`config.mk`:
```
export PLATFORM = sky130hd
export DESIGN_NAME = asram_ctl
export DESIGN_NICKNAME = d
export VERILOG_FILES = /design/src/rtl/asram_ctl_pkg.sv /design/src/rtl/asram_ctl_seq.sv /design/src/rtl/asram_ctl_pindec.sv /design/src/rtl/asram_ctl_dpath.sv /design/src/rtl/asram_ctl.sv
export SDC_FILE = /design/constraint.sdc
export NUM_CORES = 1
export LEC_CHECK = 0
export BUFFER_PORTS_ARGS = -buffer_cell sky130_fd_sc_hd__buf_4
export CAP_MARGIN = 15
export CORE_ASPECT_RATIO = 1.1
export CORE_MARGIN = 2
export CORE_UTILIZATION = 51
export DETAILED_ROUTE_END_ITERATION = 12
export GPL_ROUTABILITY_DRIVEN = 0
export GPL_TIMING_DRIVEN = 0
export HOLD_SLACK_MARGIN = 0.03
export PLACE_DENSITY = 0.82
export SYNTH_ARGS = -nofsm -noshare
export SYNTH_HDL_FRONTEND = slang
export SYNTH_SLANG_ARGS = --single-unit
```
`constraint.sdc`:
```
create_clock -name clk -period 3.62 [get_ports clk]
set_clock_uncertainty 0.15 [all_clocks]
set_input_delay 0.724 -clock clk [delete_from_list [all_inputs] [get_ports clk]]
set_output_delay 0.724 -clock clk [all_outputs]
set_load 0.005 [all_outputs]
```
`src/rtl/asram_ctl_pkg.sv`:
```
package asram_ctl_pkg;

   typedef enum logic [1:0] {
      OP_IDLE  = 2'd0,
      OP_WRITE = 2'd1,
      OP_READ  = 2'd2
   } op_t;

   typedef struct packed {
      logic ce_n;
      logic ce;
      logic oe_n;
      logic we_n;
      logic drv;
   } pin_t;

   localparam pin_t PINS_STANDBY = '{ce_n: 1'b1, ce: 1'b0, oe_n: 1'b1, we_n: 1'b1, drv: 1'b0};

   function automatic int unsigned imax(input int unsigned a, input int unsigned b);
      return (a > b) ? a : b;
   endfunction

endpackage

```
`src/rtl/asram_ctl_seq.sv`:
```
module asram_ctl_seq
   import asram_ctl_pkg::*;
#(
   parameter int unsigned W_LEN = 6,
   parameter int unsigned R_LEN = 5,
   parameter int unsigned CNT_W = 3
) (
   input  logic             clk,
   input  logic             rst_n,
   input  logic             req_valid,
   input  logic             req_write,
   output logic             ready,
   output logic             accept,
   output op_t              op_q,
   output op_t              op_d,
   output logic [CNT_W-1:0] cnt_q,
   output logic [CNT_W-1:0] cnt_d
);

   localparam logic [CNT_W-1:0] W_LAST = CNT_W'(W_LEN - 1);
   localparam logic [CNT_W-1:0] R_LAST = CNT_W'(R_LEN - 1);

   assign ready = (op_q == OP_IDLE);

   always_comb begin
      op_d   = op_q;
      cnt_d  = cnt_q;
      accept = 1'b0;
      unique case (op_q)
         OP_IDLE: begin
            if (req_valid) begin
               accept = 1'b1;
               op_d   = req_write ? OP_WRITE : OP_READ;
               cnt_d  = '0;
            end
         end
         OP_WRITE: begin
            if (cnt_q == W_LAST) begin
               op_d  = OP_IDLE;
               cnt_d = '0;
            end else begin
               cnt_d = cnt_q + 1'b1;
            end
         end
         OP_READ: begin
            if (cnt_q == R_LAST) begin
               op_d  = OP_IDLE;
               cnt_d = '0;
            end else begin
               cnt_d = cnt_q + 1'b1;
            end
         end
         default: begin
            op_d  = OP_IDLE;
            cnt_d = '0;
         end
      endcase
   end

   always_ff @(posedge clk or negedge rst_n) begin
      if (!rst_n) begin
         op_q  <= OP_IDLE;
         cnt_q <= '0;
      end else begin
         op_q  <= op_d;
         cnt_q <= cnt_d;
      end
   end

endmodule

```
`src/rtl/asram_ctl_pindec.sv`:
```
module asram_ctl_pindec
   import asram_ctl_pkg::*;
#(
   parameter int unsigned T_WP   = 4,
   parameter int unsigned T_DH   = 1,
   parameter int unsigned T_TURN = 4,
   parameter int unsigned CNT_W  = 4
) (
   input  op_t              op,
   input  logic [CNT_W-1:0] cnt,
   output pin_t             pins
);

   localparam int unsigned STROBE_LO = T_TURN;
   localparam int unsigned STROBE_HI = T_TURN + T_WP;
   localparam int unsigned DRIVE_HI  = STROBE_HI + T_DH;

   logic [31:0] k;
   logic        in_strobe;
   logic        in_drive;

   assign k         = {{(32-CNT_W){1'b0}}, cnt};
   assign in_strobe = (k >= STROBE_LO) && (k < STROBE_HI);
   assign in_drive  = (k >= STROBE_LO) && (k < DRIVE_HI);

   always_comb begin
      pins = PINS_STANDBY;
      unique case (op)
         OP_WRITE: begin
            pins.ce_n = 1'b0;
            pins.ce   = 1'b1;
            pins.oe_n = 1'b1;
            pins.we_n = ~in_strobe;
            pins.drv  = in_drive;
         end
         OP_READ: begin
            pins.ce_n = 1'b0;
            pins.ce   = 1'b1;
            pins.oe_n = 1'b0;
            pins.we_n = 1'b1;
            pins.drv  = 1'b0;
         end
         default: pins = PINS_STANDBY;
      endcase
   end

endmodule

```
`src/rtl/asram_ctl_dpath.sv`:
```
module asram_ctl_dpath
   import asram_ctl_pkg::*;
#(
   parameter int unsigned ADDR_W = 13,
   parameter int unsigned DATA_W = 8,
   parameter int unsigned T_AA   = 5,
   parameter int unsigned CNT_W  = 4
) (
   input  logic              clk,
   input  logic              rst_n,
   input  logic              accept,
   input  logic [ADDR_W-1:0] req_addr,
   input  logic [DATA_W-1:0] req_wdata,
   input  pin_t              pins_d,
   input  op_t               op_q,
   input  logic [CNT_W-1:0]  cnt_q,
   input  logic [DATA_W-1:0] mem_dq_in,
   output pin_t              pins_q,
   output logic [ADDR_W-1:0] mem_addr,
   output logic [DATA_W-1:0] mem_dq_out,
   output logic              rsp_valid,
   output logic [DATA_W-1:0] rsp_data
);

   localparam logic [CNT_W-1:0] SAMPLE_AT = CNT_W'(T_AA - 1);

   logic sample;
   assign sample = (op_q == OP_READ) && (cnt_q == SAMPLE_AT);

   always_ff @(posedge clk or negedge rst_n) begin
      if (!rst_n) begin
         mem_addr   <= '0;
         mem_dq_out <= '0;
      end else if (accept) begin
         mem_addr   <= req_addr;
         mem_dq_out <= req_wdata;
      end
   end

   always_ff @(posedge clk or negedge rst_n) begin
      if (!rst_n) pins_q <= PINS_STANDBY;
      else        pins_q <= pins_d;
   end

   always_ff @(posedge clk or negedge rst_n) begin
      if (!rst_n) begin
         rsp_valid <= 1'b0;
         rsp_data  <= '0;
      end else begin
         rsp_valid <= sample;
         if (sample) rsp_data <= mem_dq_in;
      end
   end

endmodule

```
`src/rtl/asram_ctl.sv`:
```
module asram_ctl
   import asram_ctl_pkg::*;
#(
   parameter int unsigned ADDR_W   = 13,
   parameter int unsigned DATA_W   = 8,
   parameter int unsigned T_WP     = 4,
   parameter int unsigned T_DS_MIN = 2,
   parameter int unsigned T_DH     = 1,
   parameter int unsigned T_RC     = 5,
   parameter int unsigned T_AA     = 5,
   parameter int unsigned T_TURN   = 4
) (
   input  logic              clk,
   input  logic              rst_n,
   input  logic              req_valid,
   output logic              req_ready,
   input  logic              req_write,
   input  logic [ADDR_W-1:0] req_addr,
   input  logic [DATA_W-1:0] req_wdata,
   output logic              rsp_valid,
   output logic [DATA_W-1:0] rsp_data,
   output logic [ADDR_W-1:0] mem_addr,
   output logic              mem_ce_n,
   output logic              mem_ce,
   output logic              mem_oe_n,
   output logic              mem_we_n,
   output logic [DATA_W-1:0] mem_dq_out,
   output logic              mem_dq_oe,
   input  logic [DATA_W-1:0] mem_dq_in
);

   localparam int unsigned W_BUSY = T_TURN + T_WP + T_DH;
   localparam int unsigned W_LEN  = imax(W_BUSY, T_RC);
   localparam int unsigned R_LEN  = imax(T_RC, T_AA);
   localparam int unsigned CNT_W  = $clog2(imax(W_LEN, R_LEN) + 1);

   generate
      if (ADDR_W < 1 || DATA_W < 1) begin : g_bad_width
         $error("asram_ctl: address and data widths must be at least 1");
      end
      if (T_WP < 1 || T_DH < 1 || T_AA < 1 || T_TURN < 1 || T_RC < 1) begin : g_bad_timing
         $error("asram_ctl: every cycle-count parameter must be at least 1");
      end
      if (T_DS_MIN > T_WP) begin : g_bad_setup
         $error("asram_ctl: data is driven from the strobe start, so T_DS_MIN may not exceed T_WP");
      end
   endgenerate

   logic             accept;
   op_t              op_q;
   op_t              op_d;
   logic [CNT_W-1:0] cnt_q;
   logic [CNT_W-1:0] cnt_d;
   pin_t             pins_d;
   pin_t             pins_q;

   asram_ctl_seq #(
      .W_LEN (W_LEN),
      .R_LEN (R_LEN),
      .CNT_W (CNT_W)
   ) u_seq (
      .clk       (clk),
      .rst_n     (rst_n),
      .req_valid (req_valid),
      .req_write (req_write),
      .ready     (req_ready),
      .accept    (accept),
      .op_q      (op_q),
      .op_d      (op_d),
      .cnt_q     (cnt_q),
      .cnt_d     (cnt_d)
   );

   asram_ctl_pindec #(
      .T_WP   (T_WP),
      .T_DH   (T_DH),
      .T_TURN (T_TURN),
      .CNT_W  (CNT_W)
   ) u_dec (
      .op   (op_d),
      .cnt  (cnt_d),
      .pins (pins_d)
   );

   asram_ctl_dpath #(
      .ADDR_W (ADDR_W),
      .DATA_W (DATA_W),
      .T_AA   (T_AA),
      .CNT_W  (CNT_W)
   ) u_dp (
      .clk        (clk),
      .rst_n      (rst_n),
      .accept     (accept),
      .req_addr   (req_addr),
      .req_wdata  (req_wdata),
      .pins_d     (pins_d),
      .op_q       (op_q),
      .cnt_q      (cnt_q),
      .mem_dq_in  (mem_dq_in),
      .pins_q     (pins_q),
      .mem_addr   (mem_addr),
      .mem_dq_out (mem_dq_out),
      .rsp_valid  (rsp_valid),
      .rsp_data   (rsp_data)
   );

   assign mem_ce_n  = pins_q.ce_n;
   assign mem_ce    = pins_q.ce;
   assign mem_oe_n  = pins_q.oe_n;
   assign mem_we_n  = pins_q.we_n;
   assign mem_dq_oe = pins_q.drv;

endmodule

```
==> key figures, run 1 <==
Global route
  • Vias in the first global route: 1,183
  • Antenna violations before repair: 0
  • Largest net degree at the start of global routing: 42
  • First-pass GRT wire length: 5299 um
  • Global route total overflow: 0
  • Aggregate global-route resource usage: 18.49%

Clocking
  • Maximum clock insertion buffer count: 2
  • Cts bufs inserted: 5
  • Root Driver: clkbuf_4
  • Post-CTS Setup Inserts: 0
  • Sink Count: 41
  • H-tree levels: 2
  • Cts repair resizes: 0
  • TritonCTS clock tree: done
  • # hold bufs at CTS: 0
  • Clk_lat worst skew: 0.34 ns
  • CTS clk-pin slew, worst paths: 0.11 ns

Drt
  • DRC violations left: 0
  • Met3 WL: 237 um
  • DR WL/cell: 13.90 um
  • Top sig layer: met4
  • DRT iter0 DRCs: 37
  • Met1 WL: 1387 um
  • Via density: 5.189
  • DRT Pass-1 Iters: 4
  • Vias: 1,209
  • WL met2: 1562 um
  • Routed WL: 3239 um
  • Antenna Nets Post-Route: 0

Timing
  • Fin crit period: 2.630 ns
  • Hold WS: 0.1782 ns
  • Setup TNS: 0 ns
  • Hold Vio Cnt, Final: 0
  • RSZ-0062 raised after global routing: false
  • Final worst slack: 0.9896 ns
  • Slew @ Worst Pin: 0.4902 ns
  • # setup viols final: 0
  • Worst rel slew slack: 67.32%
  • Fin. max-slew vios: 0
  • Period utilization: 72.66%
  • Fmax: 0.3802 GHz

Layout
  • Layout cells sized above 1: 49.24%
  • Post-route cell area: 2346 sq um
  • Footprint of the multi-input gates: 643.1 sq um
  • Filler instances: 252
  • Non-filler cells, final: 233
  • Diodes inserted: 0
  • Seq. cell area: 1030 sq um
  • P&R area growth vs syn: 34.89%
  • # nets final: 234

Floorplan
  • Die area: 3894 sq um
  • Core region area: 3303 sq um
  • IO Pins: 69
  • Die height: 65.25 um
  • Die Wd: 59.68 um
  • Starting Density: 52.65%
  • # rows: 22

Logic synthesis
  • Synth Instances: 121
  • Synthesized Nets: 159
  • Synth unique cells: 37
  • Post-synthesis register bit count: 41
  • Yosys warnings: 0
  • Ys flop type: dfrtp_1
  • Syn Std Cell Area: 1739 sq um
  • Post-synth EDFFs: 0
  • Register area share after synthesis: 59.21%
  • Syn avg cell area: 14.37 sq um
  • Synth async-reset ratio: 100.0%

Power
  • Static Leak: 1.186 nW
  • P per Cell Area: 776.9 nW/um^2
  • Maximum vdd drop: 384.9 uV

Placement
  • Dpl cells: 225
  • Placement Cell Area: 2295 sq um
  • Dpl hpwl: 2514 um
  • IO buf count: 68
  • Pre-CTS setup slack: 0.9673 ns

Worst hold path
  • Min-delay worst type: in -> async

Worst setup path
  • Arrival @ worst endpoint: 2.73 ns
  • Kind of critical path: reg -> reg
  • Critical Path Start Type: register
  • Crit-path cells: inv_1 > ha_1 > and4b_4 > or3_1 > ha_1 > or4_1 > o32ai_1
  • CP endpoint kind: register
  • Crit-path max cell delay: 0.52 ns
  • Cell mode on critical path: ha_1
  • CP max FO: 6
  • CP max-delay cell: or4_1
  • Critical Path RT: 3.72 ns

Job
  • Max_cap viols: 0

Outcome
  • Status: completed
state kept, by name (all words and copies together), names as in the netlist:
register / flops
u_dp.mem_addr: 13
u_dp.mem_dq_out: 8
u_seq.op_q: 2
u_dp.rsp_valid: 1
u_dp.rsp_data: 8
u_seq.cnt_q: 4
u_dp.pins_q: 5
Yosys cell counts (all sizes together) (2+ instances only):
cell | n | area share [%]
a211o | 2 | 1.0
a21oi | 2 | 0.58
buf | 4 | 1.7
dfrtp | 38 | 55
dfstp | 3 | 4.5
ha | 5 | 3.6
inv | 9 | 1.9
mux2 | 29 | 19
nand2b | 2 | 0.72
nor2 | 2 | 0.43
nor4b | 3 | 1.5
logic make-up after synthesis:
| logic type | share of synthesized area, % |
|---|---|
| multiplexers | 18.78 |
| AND/OR/NAND/NOR | 9.138 |
| buffers and inverters | 3.813 |
| adder cells (fa/ha/maj) | 3.597 |
| AO/OA/AOI/OAI | 4.533 |
| XOR/XNOR | 0.9355 |
| flip-flops | 59.21 |
area by class of cell:
class,count,area share [%]
clock buffers,6,1.760
clock inverters,2,0.4267
repair buffers,68,21.76
inverters,9,1.440
multi-input cells,66,27.41
flip-flops and latches,41,43.89
well taps,36,1.920
plain buffers,5,1.387
path summary, 6_finish.rpt:
kind	start	to	slack [ns]	cells after the start
min reg2reg	u_dp.mem_dq_out[0]	u_dp.mem_dq_out[0]	0.35	1
max reg2reg	u_seq.cnt_q[0]	u_dp.pins_q[0]	0.99	7
min	rst_n	u_dp.mem_dq_out[6]	0.18	1
min in group clk	u_dp.mem_dq_out[0]	u_dp.mem_dq_out[0]	0.35	1
max	u_seq.cnt_q[0]	u_dp.pins_q[0]	0.99	7
max in group asynchronous	rst_n	u_dp.pins_q[1]	2.78	1
layer usage:
layer / global-route usage [%] / vias up
li1: - / 579
met3: 3.937 / 5
met4: 9.722 / 0
met1: 24.05 / 576
met2: 28.67 / 49
met5: 0 / -
report_power, final:
part / internal, W / switching (W)
sequential: 0.000679 / 0.000112
clock: 0.0000740 / 0.000137
combinational: 0.000489 / 0.000332
total: 0.00124 / 0.000581
cells in the final DEF (no fill, tap or decap), types with 2 or more instances in the layout:
| master | synthesis | layout |
|---|---|---|
| buf_2 | 2 | 2 |
| ha_1 | 5 | 5 |
| nand2b_1 | 2 | 2 |
| clkbuf_1 | 1 | 2 |
| inv_1 | 8 | 8 |
| a211o_1 | 2 | 2 |
| a21oi_1 | 2 | 2 |
| dfstp_2 | 3 | 3 |
| mux2_1 | 21 | 21 |
| dfrtp_1 | 38 | 38 |
| clkbuf_4 | 0 | 5 |
| buf_4 | 1 | 69 |
| clkinv_2 | 0 | 2 |
| mux2_2 | 8 | 8 |
| nor4b_1 | 3 | 3 |
| nor2_1 | 2 | 2 |
worst max-delay path, delay by kind of cell (launching register included):
kind / cells / cell delay [ns]
AO/OA/AOI/OAI: 1 / 0.12
adder cells (fa/ha/maj): 2 / 0.60
buffers and inverters: 1 / 0.06
flip-flops: 1 / 0.45
AND/OR/NAND/NOR: 3 / 1.14
stage by stage:
stage	util, %	power, W
2_1_floorplan	-	0.001210
3_3_place_gp	69.47	0.001590
3_5_place_dp	69.47	0.001636
4_1_cts	71.02	0.001848
5_1_grt	71.02	0.001971
6_report	71.02	0.001823
Power figures use the tool's default switching activity.
==> run 2, diff against run 1 <==
--- a/config.mk
+++ b/config.mk
@@ -9,12 +9,12 @@
 export CAP_MARGIN = 15
 export CORE_ASPECT_RATIO = 1.1
 export CORE_MARGIN = 2
-export CORE_UTILIZATION = 51
+export CORE_UTILIZATION = 47
 export DETAILED_ROUTE_END_ITERATION = 12
 export GPL_ROUTABILITY_DRIVEN = 0
 export GPL_TIMING_DRIVEN = 0
 export HOLD_SLACK_MARGIN = 0.03
-export PLACE_DENSITY = 0.82
+export PLACE_DENSITY = 0.77
 export SYNTH_ARGS = -nofsm -noshare
 export SYNTH_HDL_FRONTEND = slang
 export SYNTH_SLANG_ARGS = --single-unit
==> constraint.sdc (replaced) <==
create_clock -name clk -period 2.6 [get_ports clk]
set_clock_uncertainty 0.15 [all_clocks]
set_input_delay 0.52 -clock clk [delete_from_list [all_inputs] [get_ports clk]]
set_output_delay 0.52 -clock clk [all_outputs]
set_load 0.005 [all_outputs]
==> run 2 against run 1 <==
Cell count is 6.4% higher. Sequential power is 40% higher. Highest routed layer unchanged. Setup slack worse by 0.88 ns. Largest power group unchanged. Count of clock-buffer cells in the layout is 1 higher. Utilization is 2.8 points lower.
==> key figures, run 2 (synthesized netlist as in run 1, its figures left out) <==
Clocking
  • Clk_lat worst skew: 0.28 ns (-0.06 ns)
  • Maximum clock insertion buffer count: 2 (unchanged)
  • Cts bufs inserted: 5 (unchanged)
  • Sink Count: 41 (unchanged)
  • Root Driver: clkbuf_8
  • TritonCTS clock tree: done
  • CTS clk-pin slew, worst paths: 0.07 ns (-0.04 ns)
  • H-tree levels: 2 (unchanged)

Drt
  • Met3 WL: 269 um (+14%)
  • DRT Pass-1 Iters: 4 (unchanged)
  • WL met2: 1769 um (+13%)
  • Top sig layer: met4
  • DRC violations left: 0 (unchanged)
  • DRT iter0 DRCs: 25 (-32%)
  • Met1 WL: 1485 um (+7.1%)
  • Via density: 4.855 (-6.4%)
  • Vias: 1,204 (-0.41%)
  • Antenna Nets Post-Route: 0 (unchanged)
  • Routed WL: 3592 um (+11%)
  • DR WL/cell: 14.48 um (+4.2%)

Worst setup path
  • Worst R2R Setup Slack: 0.11 ns (-0.88 ns)
  • Crit path from: u_seq.cnt_q[0]
  • Critical Path Start Type: register
  • R2r startpoint: u_seq.cnt_q[0]
  • Reg2reg end: u_dp.pins_q[0]
  • Critical Path RT: 2.64 ns (-1.08 ns)
  • Number of buffers and inverters on the critical path: 3 (+2)
  • Cell mode on critical path: inv_1
  • Crit-path cells: inv_1 > ha_1 > and4b_4 > or3_4 > inv_1 > ha_1 > inv_1 > or4_1 > o32ai_1
  • Reg2Reg Depth: 9 (+2)
  • Kind of critical path: reg -> reg
  • Crit path max-delay family: simple AND/OR/NAND/NOR gates
  • CP endpoint kind: register
  • CP max FO: 6 (unchanged)
  • Arrival @ worst endpoint: 2.53 ns (-0.20 ns)
  • Worst setup path end: u_dp.pins_q[0]
  • CP max-delay cell: or4_1
  • Crit path depth: 9 (+2)
  • Crit-path max cell delay: 0.51 ns (about the same)

Floorplan
  • # rows: 23 (+4.5%)
  • Die height: 67.80 um (+3.9%)
  • Die Wd: 62 um (+3.9%)
  • Core region area: 3597 sq um (+8.9%)
  • IO Pins: 69 (unchanged)
  • Starting Density: 48.35% (-4.3 points)
  • Die area: 4204 sq um (+8.0%)

Global route
  • Largest net degree at the start of global routing: 42 (unchanged)
  • First-pass GRT wire length: 5195 um (-2.0%)
  • Global route total overflow: 0 (unchanged)
  • Aggregate global-route resource usage: 17.22% (-1.3 points)
  • Vias in the first global route: 1,143 (-3.4%)
  • Antenna violations before repair: 0 (unchanged)

Layout
  • Layout cells sized above 1: 51.01% (+1.8 points)
  • Final core utilization: 68.24% (-2.8 points)
  • Largest regs: u_dp.mem_addr x13, u_dp.mem_dq_out x8, u_dp.rsp_data x8
  • Seq. cell area: 1031 sq um (+0.12%)
  • Footprint of the multi-input gates: 660.6 sq um (+2.7%)
  • Commonest non-fill, non-tap cells in the layout: 70 x buf_4, 37 x dfrtp_1, 21 x mux2_1
  • # nets final: 235 (+0.43%)
  • P&R area growth vs syn: 41.15%
  • Diodes inserted: 0 (unchanged)
  • Max FFs per register: 13 (unchanged)
  • Post-route cell area: 2455 sq um (+4.6%)
  • Non-filler cells, final: 248 (+6.4%)
  • Largest Register: u_dp.mem_addr
  • Commonest non-fill, non-tap cell in the layout: buf_4
  • Filler instances: 275 (+9.1%)

Power
  • Static Leak: 1.214 nW (+2.4%)
  • P per Cell Area: 1148 nW/um^2 (+48%)
  • Maximum vdd drop: 471.9 uV (+23%)

Timing
  • Setup TNS: 0 ns (unchanged)
  • Slew @ Worst Pin: 0.4994 ns (+0.009237 ns)
  • Fmax: 0.4010 GHz (+5.5%)
  • Worst rel slew slack: 66.71% (-0.62 points)
  • Hold Vio Cnt, Final: 0 (unchanged)
  • # setup viols final: 0 (unchanged)
  • RSZ-0062 raised after global routing: false
  • Fin crit period: 2.494 ns (-0.1368 ns)
  • Period utilization: 95.91% (+23 points)
  • Hold WS: 0.05089 ns (-0.1273 ns)
  • Fin. max-slew vios: 0 (unchanged)

Outcome
  • Status: completed

Worst hold path
  • Min-delay worst type: in -> async

Placement
  • Placement Cell Area: 2312 sq um (+0.76%)
  • Dpl cells: 239 (+6.2%)
  • IO buf count: 68 (unchanged)
  • Dpl hpwl: 2821 um (+12%)

Job
  • Max_cap viols: 0 (unchanged)
run 2: how the worst min path moves through the flow:
stage	endpoint	slack, ns	from
after global routing	u_dp.rsp_data[5]	0.09	rst_n
after CTS	u_dp.rsp_data[6]	0.06	rst_n
final	u_dp.mem_addr[0]	0.05	rst_n
after global placement	u_dp.mem_addr[10]	0.32	u_dp.mem_addr[10]
after detailed placement	u_dp.mem_dq_out[3]	0.33	u_dp.mem_dq_out[3]
after floorplan	u_dp.mem_addr[0]	0.07	rst_n
run 2: metal layers:
layer  vias to the layer above  GRT usage, %
met4                         0         7.181
met1                       572         21.31
met3                         6         4.789
met2                        48         27.86
li1                        578             -
met5                         -             0
run 2: final cells by class:
class                   instances  share of cell area, %
clock inverters                 1                  1.223
multi-input cells              66                  26.91
plain buffers                   5                  1.325
inverters                       9                  1.376
clock buffers                   7                  3.517
well taps                      50                  2.548
flip-flops and latches         41                  42.00
repair buffers                 69                  21.10
run 2: stage by stage:
stage / worst slack (ns) / total power, W
floorplan: 0.1820 / 0.001685
global placement: 0.06428 / 0.002221
detailed placement: 0.02024 / 0.002296
CTS: 0.05357 / 0.002848
global route: 0.003914 / 0.003034
finish: 0.1064 / 0.002819
run 2: what timing repair did:
item	in CTS	in global routing
resized for setup	2	1
endpoints found under the setup margin	1	1
hold buffers	0	0
buffers inserted	0	1
run 2: power by group:
group          switching [W]  internal (W)
Sequential          0.000160      0.000949
Combinational       0.000484      0.000711
Clock               0.000202      0.000313
